$ cat src/rtl/pwmp_pkg.sv
package pwmp_pkg;
    localparam int CMP_W   = 8;
    localparam int PRE_W   = 3;
    localparam int PRE_MAX = 6;
    localparam int DIV_W   = PRE_MAX;

    localparam int CMP_LSB  = 8;
    localparam int POL_BIT  = 4;
    localparam int PRE_LSB  = 0;
    localparam int SEL_BIT  = 0;
    localparam int CMD_BIT  = 0;
    localparam int STAT_BIT = 0;

    localparam logic [2:0] A_GEN   = 3'd0;
    localparam logic [2:0] A_PWM   = 3'd1;
    localparam logic [2:0] A_START = 3'd2;
    localparam logic [2:0] A_STOP  = 3'd3;
    localparam logic [2:0] A_STAT  = 3'd4;

    typedef struct packed {
        logic [CMP_W-1:0] cmp;
        logic             pol;
        logic [PRE_W-1:0] pre;
    } pwm_cfg_t;

    function automatic pwm_cfg_t clamp_cfg(input pwm_cfg_t c);
        pwm_cfg_t r;
        r = c;
        if (c.pre > PRE_W'(PRE_MAX)) r.pre = PRE_W'(PRE_MAX);
        return r;
    endfunction
endpackage

$ cat src/rtl/pwmp_regs.sv
module pwmp_regs
    import pwmp_pkg::*;
#(
    parameter int ADDR_W = 3,
    parameter int DATA_W = 32
) (
    input  logic              clk,
    input  logic              rst_n,
    input  logic              wr_en,
    input  logic              rd_en,
    input  logic [ADDR_W-1:0] addr,
    input  logic [DATA_W-1:0] wdata,
    input  logic              running,
    output pwm_cfg_t          cfg,
    output logic              ref_sel,
    output logic              start_cmd,
    output logic              stop_cmd,
    output logic [DATA_W-1:0] rdata
);
    typedef struct packed {
        pwm_cfg_t cfg;
        logic     sel;
    } regs_t;

    regs_t regs_d, regs_q;
    logic  unused_wdata;

    assign unused_wdata = ^wdata;

    always_comb begin
        regs_d = regs_q;
        if (wr_en) begin
            if (addr == ADDR_W'(A_GEN)) begin
                regs_d.sel = wdata[SEL_BIT];
            end else if (addr == ADDR_W'(A_PWM)) begin
                regs_d.cfg.cmp = wdata[CMP_LSB +: CMP_W];
                regs_d.cfg.pol = wdata[POL_BIT];
                regs_d.cfg.pre = wdata[PRE_LSB +: PRE_W];
            end
        end
    end

    always_ff @(posedge clk or negedge rst_n) begin
        if (!rst_n) regs_q <= '0;
        else        regs_q <= regs_d;
    end

    assign start_cmd = wr_en && (addr == ADDR_W'(A_START)) && wdata[CMD_BIT];
    assign stop_cmd  = wr_en && (addr == ADDR_W'(A_STOP))  && wdata[CMD_BIT];
    assign cfg       = regs_q.cfg;
    assign ref_sel   = regs_q.sel;

    always_comb begin
        rdata = '0;
        if (rd_en) begin
            if (addr == ADDR_W'(A_GEN)) begin
                rdata[SEL_BIT] = regs_q.sel;
            end else if (addr == ADDR_W'(A_PWM)) begin
                rdata[CMP_LSB +: CMP_W] = regs_q.cfg.cmp;
                rdata[POL_BIT]          = regs_q.cfg.pol;
                rdata[PRE_LSB +: PRE_W] = regs_q.cfg.pre;
            end else if (addr == ADDR_W'(A_STAT)) begin
                rdata[STAT_BIT] = running;
            end
        end
    end


    idle_read_zero_chk: assert property (@(posedge clk) disable iff (!rst_n)
        !rd_en |-> (rdata == '0));
endmodule

$ cat src/rtl/pwmp_timebase.sv
module pwmp_timebase #(
    parameter int SYNC_STAGES = 2
) (
    input  logic clk,
    input  logic rst_n,
    input  logic ref_sel,
    input  logic slow_tick,
    input  logic start_cmd,
    input  logic stop_cmd,
    output logic ref_tick,
    output logic running
);
    typedef struct packed {
        logic                   req;
        logic [SYNC_STAGES-1:0] sync;
    } tb_state_t;

    tb_state_t st_d, st_q;

    assign ref_tick = ref_sel ? 1'b1 : slow_tick;

    always_comb begin
        st_d = st_q;
        if (start_cmd)     st_d.req = 1'b1;
        else if (stop_cmd) st_d.req = 1'b0;
        if (ref_tick)
            st_d.sync = (st_q.sync << 1) | SYNC_STAGES'(st_q.req);
    end

    always_ff @(posedge clk or negedge rst_n) begin
        if (!rst_n) st_q <= '0;
        else        st_q <= st_d;
    end

    assign running = st_q.sync[SYNC_STAGES-1];


    status_on_tick_chk: assert property (@(posedge clk) disable iff (!rst_n)
        (running != $past(running)) |-> $past(ref_tick));


    status_follows_req_chk: assert property (@(posedge clk) disable iff (!rst_n)
        $rose(running) |-> $past(st_q.sync[0]));
endmodule

$ cat src/rtl/pwmp_core.sv
module pwmp_core
    import pwmp_pkg::*;
(
    input  logic     clk,
    input  logic     rst_n,
    input  logic     ref_tick,
    input  logic     running,
    input  pwm_cfg_t cfg,
    output logic     pwm_out
);
    typedef struct packed {
        logic [DIV_W-1:0] pdiv;
        logic [CMP_W-1:0] cnt;
        pwm_cfg_t         act;
    } core_t;

    core_t            c_d, c_q;
    logic [DIV_W-1:0] div_lim;
    logic             active;

    assign div_lim = DIV_W'((1 << c_q.act.pre) - 1);

    always_comb begin
        c_d = c_q;
        if (!running) begin
            c_d.pdiv = '0;
            c_d.cnt  = '0;
            c_d.act  = clamp_cfg(cfg);
        end else if (ref_tick) begin
            if (c_q.pdiv == div_lim) begin
                c_d.pdiv = '0;
                c_d.cnt  = c_q.cnt + CMP_W'(1);
                if (c_q.cnt == {CMP_W{1'b1}}) c_d.act = clamp_cfg(cfg);
            end else begin
                c_d.pdiv = c_q.pdiv + DIV_W'(1);
            end
        end
    end

    always_ff @(posedge clk or negedge rst_n) begin
        if (!rst_n) c_q <= '0;
        else        c_q <= c_d;
    end

    assign active  = running && (c_q.cnt < c_q.act.cmp);
    assign pwm_out = active ? c_q.act.pol : ~c_q.act.pol;


    count_step_chk: assert property (@(posedge clk) disable iff (!rst_n)
        (running && $past(running) && (c_q.cnt != $past(c_q.cnt)))
            |-> (c_q.cnt == CMP_W'($past(c_q.cnt) + 1)));


    cfg_hold_chk: assert property (@(posedge clk) disable iff (!rst_n)
        (running && $past(running) && (c_q.cnt != '0)) |-> $stable(c_q.act));


    pre_sat_chk: assert property (@(posedge clk) disable iff (!rst_n)
        (c_q.act.pre <= PRE_W'(PRE_MAX)) && (c_q.pdiv <= div_lim));


    zero_cmp_chk: assert property (@(posedge clk) disable iff (!rst_n)
        (c_q.act.cmp == '0) |-> (pwm_out == ~c_q.act.pol));


    idle_count_chk: assert property (@(posedge clk) disable iff (!rst_n)
        (!running && !$past(running)) |-> (c_q.cnt == '0));
endmodule

$ cat src/rtl/pwmp_top.sv
module pwmp_top
    import pwmp_pkg::*;
#(
    parameter int ADDR_W      = 3,
    parameter int DATA_W      = 32,
    parameter int SYNC_STAGES = 2
) (
    input  logic              clk,
    input  logic              rst_n,
    input  logic              slow_tick,
    input  logic              wr_en,
    input  logic              rd_en,
    input  logic [ADDR_W-1:0] addr,
    input  logic [DATA_W-1:0] wdata,
    output logic [DATA_W-1:0] rdata,
    output logic              pwm_out
);
    pwm_cfg_t cfg;
    logic     ref_sel, start_cmd, stop_cmd, ref_tick, running;

    pwmp_regs #(.ADDR_W(ADDR_W), .DATA_W(DATA_W)) regs_i (
        .clk(clk), .rst_n(rst_n), .wr_en(wr_en), .rd_en(rd_en),
        .addr(addr), .wdata(wdata), .running(running), .cfg(cfg),
        .ref_sel(ref_sel), .start_cmd(start_cmd), .stop_cmd(stop_cmd),
        .rdata(rdata)
    );

    pwmp_timebase #(.SYNC_STAGES(SYNC_STAGES)) tbase_i (
        .clk(clk), .rst_n(rst_n), .ref_sel(ref_sel), .slow_tick(slow_tick),
        .start_cmd(start_cmd), .stop_cmd(stop_cmd),
        .ref_tick(ref_tick), .running(running)
    );

    pwmp_core core_i (
        .clk(clk), .rst_n(rst_n), .ref_tick(ref_tick), .running(running),
        .cfg(cfg), .pwm_out(pwm_out)
    );
endmodule

$ cat config.mk
export PLATFORM = sky130hd
export DESIGN_NAME = pwmp_top
export DESIGN_NICKNAME = d
export VERILOG_FILES = /design/src/rtl/pwmp_pkg.sv /design/src/rtl/pwmp_regs.sv /design/src/rtl/pwmp_timebase.sv /design/src/rtl/pwmp_core.sv /design/src/rtl/pwmp_top.sv
export SDC_FILE = /design/constraint.sdc
export NUM_CORES = 1
export LEC_CHECK = 0
export ABC_AREA = 1
export BUFFER_PORTS_ARGS = -buffer_cell sky130_fd_sc_hd__buf_2
export CELL_PAD_IN_SITES_DETAIL_PLACEMENT = 2
export CELL_PAD_IN_SITES_GLOBAL_PLACEMENT = 2
export CORE_UTILIZATION = 31
export DETAILED_ROUTE_END_ITERATION = 8
export GPL_TIMING_DRIVEN = 0
export PLACE_DENSITY_LB_ADDON = 0.1
export SLEW_MARGIN = 20
export SYNTH_ARGS = -nofsm -noshare
export SYNTH_HDL_FRONTEND = slang
export SYNTH_SLANG_ARGS = --single-unit
export TNS_END_PERCENT = 1
$ cat constraint.sdc
create_clock -name clk -period 2.81 [get_ports clk]
set_input_delay 0.843 -clock clk [delete_from_list [all_inputs] [get_ports clk]]
set_output_delay 0.843 -clock clk [all_outputs]
set_load 0.03 [all_outputs]
==> metrics.txt <==
Initial Util=0.323; io pins=73; status=finished clean; final cycle utilization of the critical path=0.975; top cells by count, synth=nand2_1 (82), dfrtp_1 (42), nor2_1 (32), inv_1 (28), buf_4 (21); Synth area leader=dfrtp_1; Starting DRT DRC Count=41; count of pins over their slew limit=0; R2R depth=6; Worst VDD drop=0.228 mV; vias per cell=4.54; CORE AREA=7770 µm²; ys async rst share=1.00; R2R Path End=core_i.c_q[4]; synthesized area per cell=7.89 µm²; clk slew on worst S/H paths=0.08 ns; number of synthesized flops with an enable pin=0; Rows=32; top_reg_cell synth=dfrtp_1; Mapped Cells=318; final hold violation count=0; RePlAce Congestion=0.715; Yosys reg bits=42; RSZ-0062 raised after global routing=yes; Die Height=92.0 µm; IO buf count=32; R2R Setup Slk=0.94 ns; post-CTS setup buffer count=0; required time worst endpoint=1.97 ns; PD cells=699 nW/µm²; Critical Path Fanout Max=6; Startpoint Class=flip-flop; # diodes=0; final instance area=2980 µm²; register area share after synthesis=0.419; Worst Setup End Kind=output port; Max Cap Violations=0; Placed Area=2870 µm²; worst slack at placement=-0.0408 ns; clk buf depth=2; vias in the first global route=2371; total global routing overflow=0; Synth cell types=32; clock sink total=42; post-layout util=0.384; largest net degree at the start of global routing=43; DRT antenna net count=0; Die Area=8460 µm²; final WL=6.46 mm; Setup Viol. Count Final=0; 1st-pass router iterations=4; total power=2.09 mW; Post-CTS Hold Buffers=0; Synth top area share=0.419; count leader, synth=nand2_1; leakage power figure=1.63 nW; H-tree depth=2; maximum operating frequency=0.365 GHz; relative slew slack=0.610; nets@finish=426; CTS tree=built; gr usage total=0.169; first-pass GRT wire length=11.4 mm; clk_skew=0.00611 ns; Clk Latency, worst-skew pair=0.30 ns; area of the mapped netlist=2510 µm²; Yosys warnings=0; area grow syn2layout=18.8%; share of layout cells above drive strength 1=0.236; Synth area leaders=dfrtp_1 (42%), nand2_1 (12%), buf_4 (6.3%); root buf cell=clkbuf_8; worst hold path type=in -> async; worst r2r src=core_i.c_q[13]; WL per Instance=13.5 µm; Via Count=2173; initial antenna violation count=0; Worst EP arrival=1.90 ns; Tmin final=2.74 ns; CP Class=reg -> out; Final WS setup=0.0709 ns; Die W=92.0 µm; worst slew pin tran=0.585 ns; CTS buffer count=5; hpwl dp=5.03 mm; # DRC=0
cells by family after synthesis:
group | count (synthesis) | share of synthesized area
and+or+nand+nor | 155 | 0.280
buffers and inverters | 65 | 0.136
DFF | 42 | 0.419
AOI/OAI and AO/OA | 37 | 0.0882
xor gates and xnor gates | 9 | 0.0314
adders and majority gates | 9 | 0.0449
other | 1 | 0.00149
final cells by class:
cell class | count | area [µm²]
buffer | 30 | 210
clock buffer | 5 | 68.8
clock inverter | 2 | 15.0
inverter | 35 | 131
fill | 938 | 4780
sequential | 42 | 1050
tap | 102 | 128
timing repair buffer | 33 | 180
multi-input combinational | 230 | 1200
per-stage QoR:
stage / TNS, ns / std cells / hold WS, ns
finish: 0 / 479 / 0.420
global route: -0.0262 / 479 / 0.428
CTS: 0 / 478 / 0.490
detailed placement: -0.102 / 471 / 0.469
global placement: 0 / 471 / 0.452
floorplan: 0 / 337 / 0.442
cell usage in the layout, fill, tap and decap left out, drive strengths merged:
master	count
buf	58
clkinvlp	2
o21ai	16
clkbuf	10
a21oi	17
nor2	36
ha	9
dfrtp	42
and2	1
nor3	2
nand3	11
or2	2
nand2	86
clkinv	3
a21boi	1
xor2	9
nand4	17
conb	20
o21bai	1
inv	32
a22oi	1
a211oi	1
registers in the layout, summed over array words and instances, names as in the netlist:
register	count
core_i.c_q	26
regs_i.cfg	12
tbase_i.st_q	2
tbase_i.running	1
regs_i.ref_sel	1
report_power, final:
part | internal [mW] | switching, mW | total [mW]
sequential | 0.753 | 0.132 | 0.885
combinational | 0.288 | 0.525 | 0.813
clock | 0.170 | 0.218 | 0.388
layer usage:
layer / routed length, µm / share of wire / up-vias / global-route usage
met1: 2990 / 0.46 / 1027 / 0.210
met3: 223 / 0.035 / 9 / 0.0307
met4: 103 / 0.016 / 0 / 0.0482
met5: 0 / 0 / - / 0
met2: 3140 / 0.49 / 48 / 0.298
li1: - / - / 1089 / -
timing repair:
item	4_1_cts	5_1_grt
resized for setup	3	1
hold endpoints to repair	0	0
endpoints found under the setup margin	9	11
worst max-delay path by stage:
stage                   start        end  slack, ns  cells after the start
2_1_floorplan         addr[2]  rdata[10]       0.20                      6
3_3_place_gp          addr[2]  rdata[12]       0.04                      8
3_5_place_dp          addr[2]  rdata[12]      -0.04                      8
4_1_cts               addr[2]  rdata[12]       0.03                      8
5_1_grt        core_i.c_q[17]    pwm_out      -0.03                      8
6_report       core_i.c_q[17]    pwm_out       0.07                      8
critical path: stages, from the launching register on:
cell,delay [ns]
dfrtp_2,0.46
ha_1,0.30
a21oi_1,0.15
nor2_1,0.07
a211oi_2,0.17
nand2_1,0.08
o21bai_1,0.12
nand2_1,0.07
buf_2,0.18
Power figures use the tool's default switching activity.
